**src/rtl/vr_pkg.sv**
```systemverilog
// Package: shared defaults and the operand source kind for the value-based
// rename block. Assumes the importing modules size their own arrays.
package vr_pkg;
    localparam int unsigned VR_AREGS     = 8;
    localparam int unsigned VR_DATA_W    = 16;
    localparam int unsigned VR_ROB_DEPTH = 8;

    typedef enum logic [1:0] {
        SRC_ARF  = 2'd0,
        SRC_SLOT = 2'd1,
        SRC_FWD  = 2'd2,
        SRC_WAIT = 2'd3
    } src_kind_e;
endpackage

```
**src/rtl/vr_rename_table.sv**
```systemverilog
// Mapping table: per architectural register a valid bit, a pending bit and
// the slot tag of its youngest in-flight writer. Assumes an allocation and a
// retirement-side clear may target the same register in one cycle; the
// allocation wins. Two combinational lookup ports.
module vr_rename_table #(
    parameter int unsigned NUM_AREG = 8,
    parameter int unsigned TAG_W    = 3,
    localparam int unsigned AREG_W  = $clog2(NUM_AREG)
) (
    input  logic              clk,
    input  logic              rst_n,
    input  logic              alloc_en,
    input  logic [AREG_W-1:0] alloc_areg,
    input  logic [TAG_W-1:0]  alloc_tag,
    input  logic              wb_en,
    input  logic [TAG_W-1:0]  wb_tag,
    input  logic              clr_en,
    input  logic [AREG_W-1:0] clr_areg,
    input  logic [TAG_W-1:0]  clr_tag,
    input  logic [AREG_W-1:0] rd_areg  [2],
    output logic              rd_valid [2],
    output logic              rd_pend  [2],
    output logic [TAG_W-1:0]  rd_tag   [2]
);
    logic             valid_q [NUM_AREG];
    logic             pend_q  [NUM_AREG];
    logic [TAG_W-1:0] tag_q   [NUM_AREG];

    // Update mappings: allocate, clear on retirement if still owned, drop pending on writeback.
    always_ff @(posedge clk) begin
        for (int i = 0; i < NUM_AREG; i++) begin
            if (!rst_n) begin
                valid_q[i] <= 1'b0;
                pend_q[i]  <= 1'b0;
                tag_q[i]   <= '0;
            end else if (alloc_en && alloc_areg == AREG_W'(i)) begin
                valid_q[i] <= 1'b1;
                pend_q[i]  <= 1'b1;
                tag_q[i]   <= alloc_tag;
            end else begin
                if (clr_en && clr_areg == AREG_W'(i) && valid_q[i] && tag_q[i] == clr_tag)
                    valid_q[i] <= 1'b0;
                if (wb_en && valid_q[i] && tag_q[i] == wb_tag)
                    pend_q[i] <= 1'b0;
            end
        end
    end

    for (genvar p = 0; p < 2; p++) begin : g_lookup
        // Read one mapping for a source register.
        always_comb begin
            rd_valid[p] = valid_q[rd_areg[p]];
            rd_pend[p]  = pend_q[rd_areg[p]];
            rd_tag[p]   = tag_q[rd_areg[p]];
        end
    end
endmodule

```
**src/rtl/vr_rob.sv**
```systemverilog
// Reorder buffer slots holding destination register, write flag, result and
// a done bit. Circular allocation at the tail, retirement at the head.
// Assumes writebacks only target allocated slots that have no result yet.
module vr_rob #(
    parameter int unsigned DEPTH   = 8,
    parameter int unsigned DATA_W  = 16,
    parameter int unsigned AREG_W  = 3,
    localparam int unsigned TAG_W  = $clog2(DEPTH),
    localparam int unsigned CNT_W  = $clog2(DEPTH + 1)
) (
    input  logic              clk,
    input  logic              rst_n,
    input  logic              alloc_en,
    input  logic [AREG_W-1:0] alloc_areg,
    input  logic              alloc_wen,
    output logic [TAG_W-1:0]  alloc_tag,
    output logic              full,
    input  logic              wb_en,
    input  logic [TAG_W-1:0]  wb_tag,
    input  logic [DATA_W-1:0] wb_value,
    input  logic [TAG_W-1:0]  rd_tag   [2],
    output logic [DATA_W-1:0] rd_value [2],
    input  logic              commit_en,
    output logic              head_valid,
    output logic [TAG_W-1:0]  head_tag,
    output logic [AREG_W-1:0] head_areg,
    output logic              head_wen,
    output logic [DATA_W-1:0] head_value
);
    logic              done_q  [DEPTH];
    logic              wen_q   [DEPTH];
    logic [AREG_W-1:0] areg_q  [DEPTH];
    logic [DATA_W-1:0] value_q [DEPTH];
    logic [TAG_W-1:0]  head_q, tail_q;
    logic [CNT_W-1:0]  cnt_q;

    function automatic logic [TAG_W-1:0] ptr_inc(input logic [TAG_W-1:0] ptr);
        return (ptr == TAG_W'(DEPTH - 1)) ? '0 : ptr + 1'b1;
    endfunction

    // Advance head and tail and track occupancy.
    always_ff @(posedge clk) begin
        if (!rst_n) begin
            head_q <= '0;
            tail_q <= '0;
            cnt_q  <= '0;
        end else begin
            if (alloc_en)  tail_q <= ptr_inc(tail_q);
            if (commit_en) head_q <= ptr_inc(head_q);
            cnt_q <= cnt_q + CNT_W'(alloc_en) - CNT_W'(commit_en);
        end
    end

    // Fill slot fields on allocation and results on writeback.
    always_ff @(posedge clk) begin
        for (int i = 0; i < DEPTH; i++) begin
            if (!rst_n) begin
                done_q[i]  <= 1'b0;
                wen_q[i]   <= 1'b0;
                areg_q[i]  <= '0;
                value_q[i] <= '0;
            end else if (alloc_en && tail_q == TAG_W'(i)) begin
                done_q[i] <= 1'b0;
                wen_q[i]  <= alloc_wen;
                areg_q[i] <= alloc_areg;
            end else if (wb_en && wb_tag == TAG_W'(i)) begin
                done_q[i]  <= 1'b1;
                value_q[i] <= wb_value;
            end
        end
    end

    for (genvar p = 0; p < 2; p++) begin : g_read
        // Read a stored result for a source.
        assign rd_value[p] = value_q[rd_tag[p]];
    end

    // Present allocation and head state.
    always_comb begin
        alloc_tag  = tail_q;
        full       = (cnt_q == CNT_W'(DEPTH));
        head_valid = (cnt_q != '0) && done_q[head_q];
        head_tag   = head_q;
        head_areg  = areg_q[head_q];
        head_wen   = wen_q[head_q];
        head_value = value_q[head_q];
    end
endmodule

```
**src/rtl/vr_arf.sv**
```systemverilog
// Architectural register file: one write port from retirement, two
// combinational read ports. All registers reset to zero.
module vr_arf #(
    parameter int unsigned NUM_AREG = 8,
    parameter int unsigned DATA_W   = 16,
    localparam int unsigned AREG_W  = $clog2(NUM_AREG)
) (
    input  logic              clk,
    input  logic              rst_n,
    input  logic              wr_en,
    input  logic [AREG_W-1:0] wr_areg,
    input  logic [DATA_W-1:0] wr_value,
    input  logic [AREG_W-1:0] rd_areg  [2],
    output logic [DATA_W-1:0] rd_value [2]
);
    logic [DATA_W-1:0] regs_q [NUM_AREG];

    // Write the retiring value.
    always_ff @(posedge clk) begin
        for (int i = 0; i < NUM_AREG; i++) begin
            if (!rst_n)
                regs_q[i] <= '0;
            else if (wr_en && wr_areg == AREG_W'(i))
                regs_q[i] <= wr_value;
        end
    end

    for (genvar p = 0; p < 2; p++) begin : g_read
        // Read one architectural register.
        assign rd_value[p] = regs_q[rd_areg[p]];
    end
endmodule

```
**src/rtl/vr_operand_sel.sv**
```systemverilog
// Operand capture for one source: picks the architectural value, a stored
// slot result, a same-cycle writeback, or reports the slot to wait on.
module vr_operand_sel
    import vr_pkg::*;
#(
    parameter int unsigned TAG_W  = 3,
    parameter int unsigned DATA_W = 16
) (
    input  logic              map_valid,
    input  logic              map_pend,
    input  logic [TAG_W-1:0]  map_tag,
    input  logic [DATA_W-1:0] slot_value,
    input  logic [DATA_W-1:0] arf_value,
    input  logic              wb_en,
    input  logic [TAG_W-1:0]  wb_tag,
    input  logic [DATA_W-1:0] wb_value,
    output logic              pend,
    output logic [TAG_W-1:0]  tag,
    output logic [DATA_W-1:0] value
);
    src_kind_e kind;

    // Classify where the operand comes from.
    always_comb begin
        if (!map_valid)                  kind = SRC_ARF;
        else if (!map_pend)              kind = SRC_SLOT;
        else if (wb_en && wb_tag == map_tag) kind = SRC_FWD;
        else                             kind = SRC_WAIT;
    end

    // Drive the captured operand.
    always_comb begin
        pend = (kind == SRC_WAIT);
        tag  = map_tag;
        unique case (kind)
            SRC_ARF:  value = arf_value;
            SRC_SLOT: value = slot_value;
            SRC_FWD:  value = wb_value;
            default:  value = '0;
        endcase
    end
endmodule

```
**src/rtl/vr_rename_top.sv**
```systemverilog
// Value-based rename top: allocates reorder buffer slots as tags, captures
// two source operands, accepts writebacks and retires the oldest finished
// slot each cycle. Assumes writebacks name allocated, unfinished slots.
module vr_rename_top
    import vr_pkg::*;
#(
    parameter int unsigned NUM_AREG  = VR_AREGS,
    parameter int unsigned DATA_W    = VR_DATA_W,
    parameter int unsigned ROB_DEPTH = VR_ROB_DEPTH,
    localparam int unsigned AREG_W   = $clog2(NUM_AREG),
    localparam int unsigned TAG_W    = $clog2(ROB_DEPTH)
) (
    input  logic              clk,
    input  logic              rst_n,
    input  logic              dec_valid,
    output logic              dec_ready,
    input  logic [AREG_W-1:0] dec_rd,
    input  logic              dec_wen,
    input  logic [AREG_W-1:0] dec_rs0,
    input  logic [AREG_W-1:0] dec_rs1,
    output logic [TAG_W-1:0]  dec_tag,
    output logic              src0_pend,
    output logic [TAG_W-1:0]  src0_tag,
    output logic [DATA_W-1:0] src0_value,
    output logic              src1_pend,
    output logic [TAG_W-1:0]  src1_tag,
    output logic [DATA_W-1:0] src1_value,
    input  logic              wb_valid,
    input  logic [TAG_W-1:0]  wb_tag,
    input  logic [DATA_W-1:0] wb_value,
    output logic              cmt_valid,
    output logic [TAG_W-1:0]  cmt_tag,
    output logic [AREG_W-1:0] cmt_areg,
    output logic              cmt_wen,
    output logic [DATA_W-1:0] cmt_value
);
    logic              rob_full, dec_fire;
    logic [TAG_W-1:0]  alloc_tag;
    logic [AREG_W-1:0] src_areg  [2];
    logic              map_valid [2];
    logic              map_pend  [2];
    logic [TAG_W-1:0]  map_tag   [2];
    logic [DATA_W-1:0] slot_val  [2];
    logic [DATA_W-1:0] arf_val   [2];
    logic              op_pend   [2];
    logic [TAG_W-1:0]  op_tag    [2];
    logic [DATA_W-1:0] op_val    [2];

    // Accept decode when a slot is free.
    always_comb begin
        dec_fire    = dec_valid && !rob_full;
        dec_ready   = !rob_full;
        dec_tag     = alloc_tag;
        src_areg[0] = dec_rs0;
        src_areg[1] = dec_rs1;
    end

    vr_rename_table #(.NUM_AREG(NUM_AREG), .TAG_W(TAG_W)) u_rt (
        .clk        (clk),
        .rst_n      (rst_n),
        .alloc_en   (dec_fire && dec_wen),
        .alloc_areg (dec_rd),
        .alloc_tag  (alloc_tag),
        .wb_en      (wb_valid),
        .wb_tag     (wb_tag),
        .clr_en     (cmt_valid && cmt_wen),
        .clr_areg   (cmt_areg),
        .clr_tag    (cmt_tag),
        .rd_areg    (src_areg),
        .rd_valid   (map_valid),
        .rd_pend    (map_pend),
        .rd_tag     (map_tag)
    );

    vr_rob #(.DEPTH(ROB_DEPTH), .DATA_W(DATA_W), .AREG_W(AREG_W)) u_rob (
        .clk        (clk),
        .rst_n      (rst_n),
        .alloc_en   (dec_fire),
        .alloc_areg (dec_rd),
        .alloc_wen  (dec_wen),
        .alloc_tag  (alloc_tag),
        .full       (rob_full),
        .wb_en      (wb_valid),
        .wb_tag     (wb_tag),
        .wb_value   (wb_value),
        .rd_tag     (map_tag),
        .rd_value   (slot_val),
        .commit_en  (cmt_valid),
        .head_valid (cmt_valid),
        .head_tag   (cmt_tag),
        .head_areg  (cmt_areg),
        .head_wen   (cmt_wen),
        .head_value (cmt_value)
    );

    vr_arf #(.NUM_AREG(NUM_AREG), .DATA_W(DATA_W)) u_arf (
        .clk      (clk),
        .rst_n    (rst_n),
        .wr_en    (cmt_valid && cmt_wen),
        .wr_areg  (cmt_areg),
        .wr_value (cmt_value),
        .rd_areg  (src_areg),
        .rd_value (arf_val)
    );

    for (genvar p = 0; p < 2; p++) begin : g_src
        vr_operand_sel #(.TAG_W(TAG_W), .DATA_W(DATA_W)) u_sel (
            .map_valid  (map_valid[p]),
            .map_pend   (map_pend[p]),
            .map_tag    (map_tag[p]),
            .slot_value (slot_val[p]),
            .arf_value  (arf_val[p]),
            .wb_en      (wb_valid),
            .wb_tag     (wb_tag),
            .wb_value   (wb_value),
            .pend       (op_pend[p]),
            .tag        (op_tag[p]),
            .value      (op_val[p])
        );
    end

    // Route captured operands to the ports.
    always_comb begin
        src0_pend  = op_pend[0];
        src0_tag   = op_tag[0];
        src0_value = op_val[0];
        src1_pend  = op_pend[1];
        src1_tag   = op_tag[1];
        src1_value = op_val[1];
    end
endmodule

```
**config.mk**
```make
export PLATFORM = sky130hd
export DESIGN_NAME = vr_rename_top
export DESIGN_NICKNAME = d
export VERILOG_FILES = /design/src/rtl/vr_pkg.sv /design/src/rtl/vr_rename_table.sv /design/src/rtl/vr_rob.sv /design/src/rtl/vr_arf.sv /design/src/rtl/vr_operand_sel.sv /design/src/rtl/vr_rename_top.sv
export SDC_FILE = /design/constraint.sdc
export NUM_CORES = 1
export LEC_CHECK = 0
export ABC_AREA = 1
export CELL_PAD_IN_SITES_DETAIL_PLACEMENT = 1
export CELL_PAD_IN_SITES_GLOBAL_PLACEMENT = 2
export CORE_ASPECT_RATIO = 1.2
export CORE_UTILIZATION = 36
export CTS_BUF_LIST = sky130_fd_sc_hd__clkbuf_4
export CTS_CLUSTER_DIAMETER = 120
export CTS_CLUSTER_SIZE = 28
export DETAILED_ROUTE_END_ITERATION = 10
export DONT_BUFFER_PORTS = 1
export GPL_ROUTABILITY_DRIVEN = 0
export PLACE_DENSITY = 0.81
export SLEW_MARGIN = 30
export SYNTH_ARGS = -nofsm -noshare
export SYNTH_HDL_FRONTEND = slang
export SYNTH_SLANG_ARGS = --single-unit
```
**constraint.sdc**
```tcl
create_clock -name clk -period 2.9 [get_ports clk]
set_input_delay 0.58 -clock clk [delete_from_list [all_inputs] [get_ports clk]]
set_output_delay 0.58 -clock clk [all_outputs]
set_load 0.05 [all_outputs]
```
==> impl_metrics.json <==
{
  "antenna_found_initial": 2,
  "crit_arrival_ns": 3.03,
  "numCtsBuffers": 17,
  "setup_viol": 106,
  "die_h_um": 271.1,
  "r2r-end": "u_arf.regs_q[2][9]$_SDFFCE_PN0P_",
  "final_max_slew_viol_count": 0,
  "dr.pass1.iters": 5,
  "fp.dieW_um": 226.3,
  "cellPowerDensity_mw_per_mm2": 641.3,
  "ys_seq_elements": 349,
  "status": "finished, violations left",
  "wl_per_cell_um": 26.68,
  "grt_max_degree": 120,
  "clkLatencyLatePin_ns": 0.91,
  "hold_viol_final": 3,
  "crit_type": "flip-flop to output pin",
  "vias": 22800,
  "start_util": 0.3646,
  "synth_area_leaders": "edfxtp_1 (46%), nand3_1 (10%), nand2_1 (9.3%)",
  "synth_area_mm2": 0.02173,
  "synth_top_cell_by_area": "edfxtp_1",
  "drt_iter0_drc": 2203,
  "dieArea_mm2": 0.06135,
  "synthTopCellsByCount": "nand2_1 (538), nand3_1 (449), nor2_1 (391)",
  "drc": 0,
  "synth_edf_count": 332,
  "fmax_mhz": 277.1,
  "async_reset_ff_frac": 0,
  "syn_to_final_growth_pct": 29.91,
  "final.setup.worst_slack_ns": -0.7086,
  "ir_drop_mv": 0.4451,
  "max_slew_margin": 0.4700,
  "synth.avg_cell_area_um2": 7.675,
  "post-synth-top-count-cell": "nand2_1",
  "ant_nets": 0,
  "hold_slack_ns": -0.005659,
  "io_buffers": 0,
  "synth.top_cell.area_share": 0.4588,
  "clkSlewWorstSetupHoldPaths_ns": 0.30,
  "end_kind": "output pin",
  "grt_pass1_wl_um": 148400,
  "worst-path-max-fanout": 6,
  "cp.required_ns": 2.32,
  "overflow": 0,
  "viasPerCell": 5.949,
  "place_area_mm2": 0.02435,
  "drv_cap": 0,
  "ioPinCount": 101,
  "final_cell_area_mm2": 0.02823,
  "layout-drive-gt1-share": 0.2255,
  "row_count": 98,
  "p_leak_nw": 11.91,
  "yosysUniqueCellTypes": 39,
  "fin_crit_ns": 3.609,
  "cts.sink_count": 349,
  "ys_seq_area_frac": 0.4745,
  "synthCells": 2831,
  "ff2ff_setup_slack_ns": -0.10,
  "cp-endpoint": "src0_value[8]",
  "hold_path.class": "primary input to flip-flop",
  "rsz0062_at_grt": "true",
  "syn_nets": 2879,
  "finalCritPeriodShare": 1.244,
  "clock_skew_ns": 0.06910,
  "root_buffer": "clkbuf_4",
  "violations": "negative hold slack, negative setup slack",
  "core_area_mm2": 0.05959,
  "rr_worst_depth": 15,
  "cp-start-kind": "flip-flop",
  "yosys_warnings": 0,
  "startpoint": "u_rt.tag_q[0][2]$_SDFFCE_PN0P_",
  "final_nets": 3067,
  "first_global_vias": 23100,
  "cts_tree": "built",
  "worst_slew_pin_slew_ns": 0.7941,
  "clockBufferDepth": 3,
  "ctsHtreeMaxLevel": 1,
  "totalWireLength_um": 102300,
  "tns_ns": -31.52,
  "grt.total_usage": 0.3236,
  "hpwlAfterDp_um": 64070,
  "synthFlopType": "edfxtp_1"
}
[placed cells by master (no fill, tap or decap), types with 89 or more instances in the layout]
cell / n
nor2_1: 378
nand3_1: 333
a21oi_1: 171
buf_12: 89
nand3_2: 98
buf_4: 170
nand2_1: 498
o21ai_0: 130
inv_1: 287
edfxtp_1: 332
[layout make-up]
type,instances,area [µm²]
Clock inverter,5,52.55
Tap cell,800,1001
Sequential cell,349,10320
Inverter,340,1320
Multi-Input combinational cell,1953,10650
Fill cell,7067,31370
Antenna cell,9,22.52
Clock buffer,19,142.6
Timing Repair inverter,2,41.29
Timing Repair Buffer,356,4674
[through the flow]
stage               total power [mW]  setup WS [ns]  std cells  hold WS (ns)    util
detailed placement             13.21        -0.2515       3639        0.4496  0.4085
global placement               13.05        -0.2026       3639        0.4454  0.4085
finish                         18.10        -0.7086       3833     -0.005659  0.4737
CTS                            17.27        -0.6326       3781     0.0002474  0.4553
floorplan                      10.37        -0.2750       2831        0.4286       -
global route                   18.69        -0.7869       3825       0.02689  0.4733
[power breakdown]
part / internal, mW / leakage, nW / switching (mW) / total, mW
Sequential: 5.94 / 3.57 / 0.265 / 6.20
Clock: 0.343 / 0.115 / 1.69 / 2.04
Combinational: 3.72 / 8.22 / 6.14 / 9.86
[worst min path at each step]
stage	start	to	slack (ns)	cells past startpoint
2_1_floorplan	u_rob.wen_q[4]$_DFF_P_	u_rob.wen_q[4]$_DFF_P_	0.43	2
3_3_place_gp	u_rob.wen_q[4]$_DFF_P_	u_rob.wen_q[4]$_DFF_P_	0.45	2
3_5_place_dp	u_rob.wen_q[4]$_DFF_P_	u_rob.wen_q[4]$_DFF_P_	0.45	2
4_1_cts	wb_value[2]	u_rob.value_q[1][2]$_SDFFCE_PN0P_	0.0002	2
5_1_grt	wb_value[2]	u_rob.value_q[2][2]$_SDFFCE_PN0P_	0.03	2
6_report	wb_value[2]	u_rob.value_q[7][2]$_SDFFCE_PN0P_	-0.006	2
[flip-flops by register name (all words and copies together), names as in the netlist, named ones only]
signal and cells:
u_rob.alloc_tag 3, u_rt.valid_q 8, u_rt.pend_q 8, u_rob.head_tag 3
u_arf.regs_q 128, u_rob.wen_q 8, u_rob.cnt_q 4, u_rob.done_q 8
u_rt.tag_q 24, u_rob.value_q 128, u_rob.areg_q 24
[worst max-delay path: stages, from the launching register on]
cell and delay, ns:
edfxtp_1 0.57, o211ai_1 0.29, nand3_2 0.18, buf_6 0.16, nand3_4 0.06, nand2_2 0.05
nor2_2 0.09, buf_6 0.17, buf_12 0.13, nand4_1 0.13, nand3_4 0.13, buf_12 0.14
[what timing repair did]
action	CTS	global route
endpoints found under the setup margin	63	151
gates cloned	23	6
buffers inserted	86	40
pin swaps	83	67
hold buffers	10	0
hold endpoints to repair	109	0
gates resized for setup	361	141
[kinds of logic after synthesis]
| group | after synthesis | synth area share |
|---|---|---|
| AND/OR/NAND/NOR | 1434 | 0.2843 |
| buffers and inverters | 530 | 0.09985 |
| AO/OA/AOI/OAI | 492 | 0.1280 |
| flip-flops | 349 | 0.4745 |
| adder cells (fa/ha/maj) | 15 | 0.008983 |
| XOR/XNOR | 11 | 0.004434 |
[routing by layer]
| layer | vias up | track usage | wire (µm) |
|---|---|---|---|
| met5 | - | 0 | 0 |
| met4 | 0 | 0.1584 | 5783 |
| met3 | 306 | 0.03682 | 7553 |
| met2 | 1103 | 0.5352 | 48850 |
| met1 | 11470 | 0.4181 | 40070 |
| li1 | 9922 | - | - |
Power figures use the tool's default switching activity.
